**src/rtl/rxr_pkg.sv**
```systemverilog
package rxr_pkg;
  localparam int DESC_W   = 128;
  localparam int ADDR_W   = 54;
  localparam int LEN_W    = 24;
  localparam int ADDR_LSB = 0;
  localparam int IOC_BIT  = 63;
  localparam int LEN_LSB  = 64;
  localparam int EOT_BIT  = 88;
  localparam int NSTS     = 2;
  localparam int STS_EOF  = 0;
  localparam int STS_CMP  = 1;

  typedef enum logic [1:0] {
    W_IDLE  = 2'd0,
    W_FETCH = 2'd1,
    W_XFER  = 2'd2
  } walk_st_t;
endpackage

```
**src/rtl/rxr_ptr.sv**
```systemverilog
module rxr_ptr #(
  parameter int IDX_W = 7
) (
  input  logic             clk,
  input  logic             rst_n,
  input  logic [IDX_W-1:0] depth_m1,
  input  logic [IDX_W:0]   wptr,
  input  logic             adv,
  output logic [IDX_W:0]   rptr,
  output logic             empty,
  output logic             full
);
  localparam logic [IDX_W-1:0] ONE = {{(IDX_W-1){1'b0}}, 1'b1};

  logic [IDX_W:0] rptr_n;
  logic [IDX_W-1:0] idx;
  logic             wrap;

  assign idx  = rptr[IDX_W-1:0];
  assign wrap = rptr[IDX_W];

  always_comb begin
    rptr_n = rptr;
    if (adv) begin
      if (idx == depth_m1) rptr_n = {~wrap, {IDX_W{1'b0}}};
      else                 rptr_n = {wrap, idx + ONE};
    end
  end

  always_ff @(posedge clk or negedge rst_n) begin
    if (!rst_n)   rptr <= '0;
    else if (adv) rptr <= rptr_n;
  end

  assign empty = (rptr == wptr);
  assign full  = (idx == wptr[IDX_W-1:0]) && (wrap != wptr[IDX_W]);

  AST_PTR_HOLD: assert property (@(posedge clk) disable iff (!rst_n)
    !adv |=> $stable(rptr));
  AST_PTR_WRAP: assert property (@(posedge clk) disable iff (!rst_n)
    (adv && idx == depth_m1) |=> (rptr[IDX_W] != $past(rptr[IDX_W])) && (rptr[IDX_W-1:0] == '0));
  AST_EMPTY_NOT_FULL: assert property (@(posedge clk) disable iff (!rst_n)
    empty |-> !full);
endmodule

```
**src/rtl/rxr_status.sv**
```systemverilog
module rxr_status #(
  parameter int N = 2
) (
  input  logic         clk,
  input  logic         rst_n,
  input  logic [N-1:0] set,
  input  logic [N-1:0] clr,
  output logic [N-1:0] sts
);
  for (genvar g = 0; g < N; g++) begin : g_bit
    logic nxt;
    logic en;
    assign en  = set[g] | clr[g];
    assign nxt = set[g] ? 1'b1 : 1'b0;

    always_ff @(posedge clk or negedge rst_n) begin
      if (!rst_n)  sts[g] <= 1'b0;
      else if (en) sts[g] <= nxt;
    end

    AST_STS_SET_WINS: assert property (@(posedge clk) disable iff (!rst_n)
      set[g] |=> sts[g]);
    AST_STS_CLEAR: assert property (@(posedge clk) disable iff (!rst_n)
      (clr[g] && !set[g]) |=> !sts[g]);
    AST_STS_STICKY: assert property (@(posedge clk) disable iff (!rst_n)
      (!clr[g] && sts[g]) |=> sts[g]);
  end
endmodule

```
**src/rtl/rxr_walker.sv**
```systemverilog
module rxr_walker
  import rxr_pkg::*;
#(
  parameter int ENT_W = 8
) (
  input  logic              clk,
  input  logic              rst_n,
  input  logic              full,
  input  logic [ENT_W-1:0]  ents_m1,
  output logic              desc_req,
  output logic [ENT_W-1:0]  desc_ent,
  input  logic              desc_vld,
  input  logic [DESC_W-1:0] desc_data,
  input  logic              src_valid,
  input  logic              src_last,
  output logic              src_ready,
  output logic [ADDR_W-1:0] wr_addr,
  output logic [LEN_W-1:0]  wr_len,
  output logic              retire,
  output logic              cmp_hit
);
  localparam logic [ENT_W-1:0] ONE = {{(ENT_W-1){1'b0}}, 1'b1};

  walk_st_t          st, st_n;
  logic [ENT_W-1:0]  ent, ent_n;
  logic              ent_en;
  logic              cap;
  logic              cur_ioc, cur_eot;
  logic              done;

  assign done = src_last | cur_eot | (ent == ents_m1);

  always_comb begin
    st_n      = st;
    ent_n     = ent;
    ent_en    = 1'b0;
    cap       = 1'b0;
    retire    = 1'b0;
    cmp_hit   = 1'b0;
    desc_req  = 1'b0;
    src_ready = 1'b0;
    case (st)
      W_IDLE:  if (!full) st_n = W_FETCH;
      W_FETCH: begin
        desc_req = 1'b1;
        if (desc_vld) begin
          cap  = 1'b1;
          st_n = W_XFER;
        end
      end
      W_XFER: begin
        src_ready = 1'b1;
        if (src_valid) begin
          cmp_hit = cur_ioc;
          ent_en  = 1'b1;
          if (done) begin
            retire = 1'b1;
            ent_n  = '0;
            st_n   = W_IDLE;
          end else begin
            ent_n  = ent + ONE;
            st_n   = W_FETCH;
          end
        end
      end
      default: st_n = W_IDLE;
    endcase
  end

  always_ff @(posedge clk or negedge rst_n) begin
    if (!rst_n) st <= W_IDLE;
    else        st <= st_n;
  end

  always_ff @(posedge clk or negedge rst_n) begin
    if (!rst_n)      ent <= '0;
    else if (ent_en) ent <= ent_n;
  end

  always_ff @(posedge clk or negedge rst_n) begin
    if (!rst_n) begin
      wr_addr <= '0;
      wr_len  <= '0;
      cur_ioc <= 1'b0;
      cur_eot <= 1'b0;
    end else if (cap) begin
      wr_addr <= desc_data[ADDR_LSB +: ADDR_W];
      wr_len  <= desc_data[LEN_LSB +: LEN_W];
      cur_ioc <= desc_data[IOC_BIT];
      cur_eot <= desc_data[EOT_BIT];
    end
  end

  assign desc_ent = ent;

  AST_REQ_HELD: assert property (@(posedge clk) disable iff (!rst_n)
    (desc_req && !desc_vld) |=> desc_req);
  AST_NO_FETCH_WHEN_FULL: assert property (@(posedge clk) disable iff (!rst_n)
    (st == W_IDLE && full) |=> !desc_req && !src_ready);
  AST_ONE_ACTIVITY: assert property (@(posedge clk) disable iff (!rst_n)
    !(desc_req && src_ready));
  AST_ENT_RESTART: assert property (@(posedge clk) disable iff (!rst_n)
    retire |=> (desc_ent == '0));
endmodule

```
**src/rtl/rxr_engine.sv**
```systemverilog
module rxr_engine
  import rxr_pkg::*;
#(
  parameter int IDX_W = 7,
  parameter int ENT_W = 8
) (
  input  logic              clk,
  input  logic              rst_n,
  input  logic [IDX_W-1:0]  cfg_depth_m1,
  input  logic [ENT_W-1:0]  cfg_ents_m1,
  input  logic              cfg_eof_ie,
  input  logic [IDX_W:0]    sw_wptr,
  input  logic [NSTS-1:0]   sts_clr,
  output logic              desc_req_o,
  output logic [IDX_W-1:0]  desc_tbl_o,
  output logic [ENT_W-1:0]  desc_ent_o,
  input  logic              desc_vld_i,
  input  logic [DESC_W-1:0] desc_data_i,
  input  logic              src_valid_i,
  input  logic              src_last_i,
  output logic              src_ready_o,
  output logic [ADDR_W-1:0] wr_addr_o,
  output logic [LEN_W-1:0]  wr_len_o,
  output logic [IDX_W:0]    rd_ptr_o,
  output logic              ring_empty_o,
  output logic              ring_full_o,
  output logic              eof_sts_o,
  output logic              cmp_sts_o,
  output logic              irq_o
);
  logic [1:0]      rst_q;
  logic            rst_core_n;
  logic            retire, cmp_hit;
  logic [NSTS-1:0] sts_set, sts;

  always_ff @(posedge clk or negedge rst_n) begin
    if (!rst_n) rst_q <= 2'b00;
    else        rst_q <= {rst_q[0], 1'b1};
  end
  assign rst_core_n = rst_q[1];

  rxr_ptr #(.IDX_W(IDX_W)) u_ptr (
    .clk      (clk),
    .rst_n    (rst_core_n),
    .depth_m1 (cfg_depth_m1),
    .wptr     (sw_wptr),
    .adv      (retire),
    .rptr     (rd_ptr_o),
    .empty    (ring_empty_o),
    .full     (ring_full_o)
  );

  rxr_walker #(.ENT_W(ENT_W)) u_walk (
    .clk       (clk),
    .rst_n     (rst_core_n),
    .full      (ring_full_o),
    .ents_m1   (cfg_ents_m1),
    .desc_req  (desc_req_o),
    .desc_ent  (desc_ent_o),
    .desc_vld  (desc_vld_i),
    .desc_data (desc_data_i),
    .src_valid (src_valid_i),
    .src_last  (src_last_i),
    .src_ready (src_ready_o),
    .wr_addr   (wr_addr_o),
    .wr_len    (wr_len_o),
    .retire    (retire),
    .cmp_hit   (cmp_hit)
  );

  always_comb begin
    sts_set          = '0;
    sts_set[STS_EOF] = retire;
    sts_set[STS_CMP] = cmp_hit;
  end

  rxr_status #(.N(NSTS)) u_sts (
    .clk   (clk),
    .rst_n (rst_core_n),
    .set   (sts_set),
    .clr   (sts_clr),
    .sts   (sts)
  );

  assign desc_tbl_o = rd_ptr_o[IDX_W-1:0];
  assign eof_sts_o  = sts[STS_EOF];
  assign cmp_sts_o  = sts[STS_CMP];
  assign irq_o      = eof_sts_o & cfg_eof_ie;

  AST_IRQ_GATED: assert property (@(posedge clk) disable iff (!rst_core_n)
    irq_o |-> (eof_sts_o && cfg_eof_ie));
  AST_RETIRE_SETS_EOF: assert property (@(posedge clk) disable iff (!rst_core_n)
    (src_valid_i && src_ready_o && src_last_i) |=> eof_sts_o);
endmodule

```
**config.mk**
```make
export PLATFORM = sky130hd
export DESIGN_NAME = rxr_engine
export DESIGN_NICKNAME = d
export VERILOG_FILES = /design/src/rtl/rxr_pkg.sv /design/src/rtl/rxr_ptr.sv /design/src/rtl/rxr_status.sv /design/src/rtl/rxr_walker.sv /design/src/rtl/rxr_engine.sv
export SDC_FILE = /design/constraint.sdc
export NUM_CORES = 1
export LEC_CHECK = 0
export BUFFER_PORTS_ARGS = -buffer_cell sky130_fd_sc_hd__buf_4
export CAP_MARGIN = 20
export CORE_ASPECT_RATIO = 1.25
export CORE_MARGIN = 4
export CORE_UTILIZATION = 43
export CTS_CLUSTER_DIAMETER = 120
export CTS_CLUSTER_SIZE = 14
export DETAILED_ROUTE_END_ITERATION = 10
export PLACE_DENSITY = 0.88
export SYNTH_ARGS = -nofsm -noshare
export SYNTH_HDL_FRONTEND = slang
export SYNTH_SLANG_ARGS = --single-unit
```
**constraint.sdc**
```tcl
create_clock -name clk -period 3.86 [get_ports clk]
set_input_delay 0.386 -clock clk [delete_from_list [all_inputs] [get_ports clk]]
set_output_delay 0.386 -clock clk [all_outputs]
set_load 0.02 [all_outputs]
```
# Word level (Yosys, flattened, before mapping)
# Cells that the tools add are included.
# Widths: inputs -> output; s select.
# classes
n_addsub,2
n_mul,0
n_div,0
order_cmp,0
eq_ne,10
shift,0
n_mux,20
bitwise,6
n_reduce_logical,5
# ops
cell,count
$eq 8x8->1,2
$eq 7x7->1,2
$mux 1,14
$add 8x1->8 const B,1
$mux 8,1
$add 7x1->7 const B,1
$mux 7,1
$mux 2,3
$ne 2x2->1 const B,3
$pmux 2 s3,1
$reduce_and 3->1,2
$or 1x1->1,4
$eq 2x1->1 const B,1
$eq 2x2->1 const B,1
$logic_not 2->1,1
$reduce_and 2->1,1
$and 1x1->1,1
$logic_and 1x1->1,1
$ne 1x1->1,1
$not 1->1,1
# word_totals
reg_bits,102
latch_bits,0
ram_bits,0
romBits,0
in_bits,159
out_inout_bits,108
wordCells,54
mem_count,0

# Longest topological paths before layout
# Gate-level depths: netlist of run 1.
# depth
ltp_word,6
ltp_mapped,7
ltp_nobuf,6

# By module
# From an unflattened synthesis of run 1, not the netlist that was laid out.
# hier_totals
cells_unflattened,311
area_unflattened_um2,4380.5
# by_module_without_submodules
module,instances,cells_per_inst,area_each_um2,seq_area_each_um2
rxr_walker,1,236,3580.9,2252.2
rxr_ptr,1,58,614.3,200.2
rxr_engine,1,11,112.6,50.0
rxr_status,1,6,72.6,50.0

# Worst setup path before layout of run 1
# No wires, ideal clock.
# synth_timing
path_type,register to register
start,reg u_ptr.rptr[1]
end,reg u_ptr.rptr[0]
setup_time_ns,0.125
t_arrival_ns,1.788
required_ns,3.735
path_slack_ns,1.947
stages_incl_launch_ff,7
path_buffers,1
period_less_slack_ns,1.913
path_cell_list,dfrtp_1 > xor2_1 > nor4_4 > nand4_4 > and3_1 > buf_6 > mux2_2
# synth_between
elab_chain_cells,2
# synth_rtl
element,line,rtl
from (decl),rxr_ptr.sv:9,"output logic [IDX_W:0] rptr,"
from (signal assigned),rxr_ptr.sv:32,else if (adv) rptr <= rptr_n;
$eq 7x7->1,rxr_ptr.sv:25,"if (idx == depth_m1) rptr_n = {~wrap, {IDX_W{1'b0}}};"
$mux 7,rxr_ptr.sv:25,
# No other way between the ends.
# A chain may end at the register's enable or synchronous reset.

# Final worst setup path of run 1
# layout_timing
start,reg u_ptr.rptr[0]
end,out ring_full_o
# layout_between
elab_chain_cells,2
# layout_rtl
element,line,rtl
$eq 7x7->1,rxr_ptr.sv:36,assign full = (idx == wptr[IDX_W-1:0]) && (wrap != wptr[IDX_W]);
$logic_and 1x1->1,rxr_ptr.sv:36,
to (decl),rxr_engine.sv:26,"output logic ring_full_o,"
# No other way between the ends.

==> out/metrics.yaml, run 1 <==
timing:
  worstMarginPinSlew_ns: 1.06
  setup_viol: 0
  period_needed_ns: 2.15
  fin_setup_tns_ns: 0
  whs_ns: 0.245
  drv_slew: 0
  hold_viol: 0
  relSlewSlack_pct: 29.0
  period_share_pct: 55.7
  fmax_mhz: 465
  rsz0062_at_grt: "false"
  finClkSkew_ns: 0.00856
synth:
  synth-seq-cells: 102
  netlist_instances: 319
  syn_nets: 480
  syn_area_um2: 4380
  synth.avg_cell_area_um2: 13.7
  yosys.cell_types.count: 37
  yosysSeqAreaShare_pct: 58.3
  synth_edf_count: 0
  synth-warning-count: 0
  ys_async_sr_fraction_pct: 100
  synthTopCellsByArea: "dfrtp_1 58%, mux2_2 21%, xor2_1 3.6%, o21ai_0 1.3%, buf_4 1.2%"
  synth_ff_type: "dfrtp_1"
  yosys.area.top_type_share_pct: 58.3
  yosysTopAreaCell: "dfrtp_1"
hold_path:
  whs_path_depth: 2
  min_to: "u_sts.sts[0]"
  hold_class: "input pin to register"
  worstHoldStart: "sts_clr[0]"
clocking:
  clk_pin_slew_ns: 0.06
  cts_tree: "built"
  clock_path_buffers: 2
  clkSinkCount: 102
  cts_resized: 0
  clk_latency_ns: 0.33
  htree_num_levels: 3
  cts-buffers-inserted: 9
  cts-root-buf: "clkbuf_16"
setup_path:
  cp-end-kind: "primary output"
  worst_r2r_path_depth: 3
  cp.arrival_ns: 1.76
  critPathLaunch: "u_ptr.rptr[0]"
  critPathSlowestCell: "dfrtp_1"
  regToRegStartpoint: "u_walk.st[1]"
  cp-start-kind: "register"
  criticalPathCategory: "register to primary output"
  cp.required_ns: 3.47
  rr_endpoint: "u_walk.wr_len[14]"
  path_cells: "xor2_1 -> nor4_1 -> nand4_1 -> nor2b_1 -> buf_4"
  path_max_fanout: 7
  critPathMaxStageDelay_ns: 0.47
  ff2ff_setup_slack_ns: 1.87
floorplanning:
  die_area_um2: 11900
  die_h_um: 121
  row_count: 40
  initial_core_util_pct: 44.8
  io_pins: 267
  die_w_um: 98.2
  coreArea_um2: 9760
placed_design:
  gp_congestion: 0.839
  dp_hpwl_mm: 8.60
  io_buffers: 218
drt:
  antenna_left: 0
  vias: 3311
  wl_per_cell_um: 16.7
  drt_wl_total_mm: 11.0
  drtIter0Drc: 88
  drc: 0
  vias_per_cell: 5.02
  dr.pass1.iters: 4
global_routing:
  grt_overflow: 0
  antenna_found_initial: 0
  grt_pass1_wl_mm: 17.5
  grt_max_degree: 82
  grt_pass1_vias: 3561
  grt_use_total_pct: 18.3
run_status:
  status: "finished clean"
cells_and_area:
  fin_nets: 690
  n_fill_cell: 721
  area_growth_pct: 46.3
  antenna_cells: 0
  drive_above_1_share_pct: 61.2
power:
  leakage_nw: 3.08
  peakVddDrop_uv: 677
  total_power_mw: 5.30
  power_density_nw_per_um2: 828
flow_run:
  maxCapViolCount: 0
critical path: cells and delay by family (launching register included):
kind	cells	cell delay, ns
AND/OR/NAND/NOR	3	0.60
flip-flops	1	0.47
XOR/XNOR	1	0.20
buffers and inverters	1	0.16
per-stage QoR:
step           std cells  worst slack (ns)  utilization [%]  cell area, um2
3_5_place_dp         643              1.89             62.2            6070
6_report             660              1.71             65.6            6400
2_1_floorplan        319             0.808                -            4380
5_1_grt              660              1.53             65.6            6400
3_3_place_gp         643              1.94             62.2            6070
4_1_cts              660              1.67             65.6            6400
synth_stat cells (all sizes together), types with 3 or more instances:
master / number
dfrtp: 102
mux2: 81
xor2: 18
nand2: 14
o21ai: 13
clkbuf: 12
buf: 9
inv: 7
nor2: 6
xnor2: 6
a211o: 5
a21oi: 4
a22o: 4
nand2b: 4
nand3: 4
nor4: 4
o2bb2ai: 3
or2: 3
or4: 3
flip-flops by register name, indices dropped and copies added (netlist names):
register and cells:
u_walk.cur_eot 1, u_walk.st 2, rst_q 2, u_walk.wr_addr 54, u_ptr.rptr 8, u_walk.wr_len 24
u_sts.sts 2, u_walk.cur_ioc 1, u_walk.desc_ent 8
kinds of logic after synthesis:
family / share of synthesized area [%]
DFF: 58.3
muxes: 20.8
and+or+nand+nor: 6.63
AOI/OAI and AO/OA: 5.38
buffers and inverters: 3.35
xor gates and xnor gates: 4.80
adders and majority gates: 0.572
other: 0.0857
per-layer routing:
metal  part of all wire [%]  vias to the layer above  track usage [%]  routed length (um)
li1                       -                     1523                -                   -
met1                     33                     1617             18.6                3590
met2                     56                      147             34.4                6170
met3                    8.9                       24             6.17                 976
met4                    2.4                        0             7.00                 259
met5                      0                        -                0                   0
how the worst max path moves through the flow:
stage                         to  slack [ns]  cells past startpoint
2_1_floorplan      u_ptr.rptr[0]        0.81                      0
3_3_place_gp       u_ptr.rptr[0]        1.94                      6
3_5_place_dp   u_walk.wr_addr[8]        1.89                      3
4_1_cts              ring_full_o        1.67                      5
5_1_grt              ring_full_o        1.53                      5
6_report             ring_full_o        1.71                      5
report_power, final:
| group | leakage, nW | switching, mW | internal, mW |
|---|---|---|---|
| Sequential | 1.22 | 0.335 | 1.56 |
| Combinational | 1.70 | 1.24 | 1.21 |
| Clock | 0.156 | 0.376 | 0.587 |
| Total | 3.08 | 1.95 | 3.35 |
final cells by class:
| class | instances | area, um2 | share of cell area, % |
|---|---|---|---|
| tap | 126 | 158 | 2.46 |
| timing repair buffer | 220 | 1650 | 25.8 |
| clock inverter | 5 | 81.3 | 1.27 |
| clock buffer | 11 | 243 | 3.79 |
| inverter | 7 | 26.3 | 0.410 |
| sequential | 102 | 2560 | 39.9 |
| multi-input combinational | 189 | 1680 | 26.3 |
layout by cell type (no fill, tap or decap), types with 2 or more instances in the layout:
| master | n |
|---|---|
| buf_4 | 219 |
| dfrtp_1 | 101 |
| mux2_2 | 81 |
| xor2_1 | 18 |
| nand2_1 | 13 |
| o21ai_0 | 11 |
| clkbuf_16 | 9 |
| inv_1 | 7 |
| xnor2_1 | 6 |
| nor2_1 | 6 |
| nand2b_1 | 4 |
| nand3_1 | 4 |
| a21oi_1 | 4 |
| a211o_1 | 4 |
| a22o_1 | 4 |
| or4_1 | 3 |
| or2_2 | 3 |
| o2bb2ai_1 | 3 |
| nor2b_1 | 2 |
| and2_1 | 2 |
| nor4_2 | 2 |
| o21ai_1 | 2 |
| nor3_1 | 2 |
| ha_1 | 2 |
| bufinv_16 | 2 |
what timing repair did:
action,in CTS,in global routing
setup buffers,0,0
hold endpoints to repair,2,0
hold buffers,1,0
endpoints found under the setup margin,0,0
(Power assumes the default switching activity.)
==> inputs of run 2 (changes only) <==
CORE_UTILIZATION = 39   (was 43)
PLACE_DENSITY = 0.85   (was 0.88)
clock period = 1.8 ns   (was 3.86 ns; I/O delays follow)
==> out/metrics.yaml, run 2 (same netlist as run 1, synthesis figures left out) <==
run_status:
  status: "finished, violations left"
  violations: "setup timing"
floorplanning:
  die_w_um: 103
  row_count: 43
  die_h_um: 126
  initial_core_util_pct: 39.7
  io_pins: 267
  die_area_um2: 13000
  coreArea_um2: 11000
power:
  power_frac_clock_pct: 17.2
  leakage_nw: 3.26
  switching_share_pct: 37.3
  peakVddDrop_uv: 1190
  p_sw_mw: 4.38
  comb_power_share_pct: 48.9
  power_frac_seq_pct: 33.9
  internal-power_mw: 7.35
  power_density_nw_per_um2: 1710
global_routing:
  antenna_found_initial: 0
  grt_max_degree: 63
  grt_overflow: 0
  grt_use_total_pct: 17.5
  grt_pass1_vias: 3704
  grt_pass1_wl_mm: 17.8
drt:
  drt_wl_total_mm: 11.5
  antenna_left: 0
  vias: 3387
  wl_per_cell_um: 16.5
  dr.pass1.iters: 4
  vias_per_cell: 4.85
  drc: 0
  drtIter0Drc: 69
setup_path:
  cp-end-kind: "primary output"
  path_max_fanout: 2
  cp-start-kind: "register"
  cp.required_ns: 1.62
  path_cells: "xor2_1 -> nor4_2 -> nand4_1 -> nor2b_2 -> buf_6"
  critPathSlowestCell: "dfrtp_2"
  cp.arrival_ns: 1.75
  criticalPathCategory: "register to primary output"
  critPathMaxStageDelay_ns: 0.41
placed_design:
  io_buffers: 218
  gp_congestion: 0.763
  dp_hpwl_mm: 8.57
flow_run:
  maxCapViolCount: 0
cells_and_area:
  antenna_cells: 0
  largest_register_ffs: 54
  regMostFlops: "u_walk.wr_addr"
  area_growth_pct: 56.6
  reg_top3: "u_walk.wr_addr: 54 flops, u_walk.wr_len: 24 flops"
  layout_commonest_cell: "buf_4"
  final_cell_mix: "239 x buf_4, 95 x dfrtp_1, 81 x mux2_2, 12 x nand2_1, 10 x o21ai_0"
  drive_above_1_share_pct: 67.3
  n_fill_cell: 828
  fin_nets: 719
timing:
  drv_slew: 0
  hold_viol: 0
  fin_ws_ns: -0.126
  fin_setup_tns_ns: -0.328
  whs_ns: 0.0278
  period_share_pct: 107
  rsz0062_at_grt: "true"
  setup_viol: 5
  finClkSkew_ns: 0.00815
  fmax_mhz: 519
  period_needed_ns: 1.93
hold_path:
  hold_class: "input pin to register"
clocking:
  clkSinkCount: 102
  clock_path_buffers: 2
  clk_latency_ns: 0.34
  cts-buffers-inserted: 9
  cts-root-buf: "clkbuf_16"
  htree_num_levels: 3
  clk_pin_slew_ns: 0.07
  cts_tree: "built"
==> run 2: cell types whose count changed in the layout (fill, tap and decap cells not counted), sizes merged <==
cell      delta
clkbuf       -1
clkinv       +3
clkinvlp     -1
bufinv       -1
buf         +29
==> run 2: timing repair <==
| item | in CTS | in global routing |
|---|---|---|
| resized for setup | 10 | 20 |
| buffers inserted | 8 | 5 |
| hold buffers | 1 | 0 |
| endpoints found under the setup margin | 8 | 15 |
| pin swaps | 10 | 11 |
| endpoints found under the hold margin | 2 | 0 |
==> run 2: critical path: cells and delay by family (launching register included) <==
family	cells	cell delay, ns
AND/OR/NAND/NOR	3	0.70
flip-flops	1	0.41
XOR/XNOR	1	0.16
buffers and inverters	1	0.15
==> run 2: layout make-up <==
cell class | count | area [um2] | area share [%]
flip-flops and latches | 102 | 2560 | 37.4
repair buffers | 249 | 1930 | 28.2
multi-input cells | 189 | 1840 | 26.9
clock buffers | 10 | 239 | 3.49
well taps | 135 | 169 | 2.46
clock inverters | 6 | 81.3 | 1.19
inverters | 7 | 26.3 | 0.383
==> run 2: power groups by stage <==
| stage | registers [mW] | clock network (mW) | logic [mW] |
|---|---|---|---|
| global placement | 3.94 | 0 | 5.40 |
| CTS | 3.97 | 2.08 | 5.64 |
| detailed placement | 4.02 | 0 | 5.55 |
| global route | 4.12 | 2.19 | 6.07 |
| floorplan | 5.22 | 0 | 1.82 |
| finish | 3.98 | 2.02 | 5.73 |
==> run 2: final timing paths <==
| kind | start | end | slack [ns] | cells past startpoint |
|---|---|---|---|---|
| worst max register to register | u_ptr.rptr[0] | u_ptr.rptr[6] | -0.04 | 6 |
| min in group asynchronous | rst_n | rst_q[1] | 0.16 | 2 |
| max in group asynchronous | rst_q[1] | u_walk.wr_len[14] | 0.99 | 1 |
| worst min register to register | rst_q[1] | u_walk.wr_addr[36] | 0.20 | 0 |
| worst max-delay path | u_ptr.rptr[6] | ring_full_o | -0.13 | 5 |
| worst min-delay path | sts_clr[0] | u_sts.sts[0] | 0.03 | 2 |
==> run 2: per-layer routing <==
layer / vias up / part of all wire, % / track usage (%)
met1: 1656 / 35 / 19.3
met3: 20 / 8.0 / 4.62
met5: - / 0 / 0
met4: 0 / 2.7 / 7.24
met2: 138 / 55 / 31.1
li1: 1573 / - / -
==> run 2: through the flow <==
| stage | power (mW) | utilization (%) | instances | instance area (um2) | worst slack (ns) |
|---|---|---|---|---|---|
| 2_1_floorplan | 7.04 | - | 319 | 4400 | -0.0384 |
| 3_3_place_gp | 9.34 | 56.7 | 668 | 6260 | 0.0472 |
| 3_5_place_dp | 9.57 | 56.7 | 668 | 6260 | -0.101 |
| 4_1_cts | 11.7 | 60.8 | 693 | 6700 | -0.106 |
| 5_1_grt | 12.4 | 62.1 | 698 | 6850 | -0.199 |
| 6_report | 11.7 | 62.1 | 698 | 6850 | -0.126 |
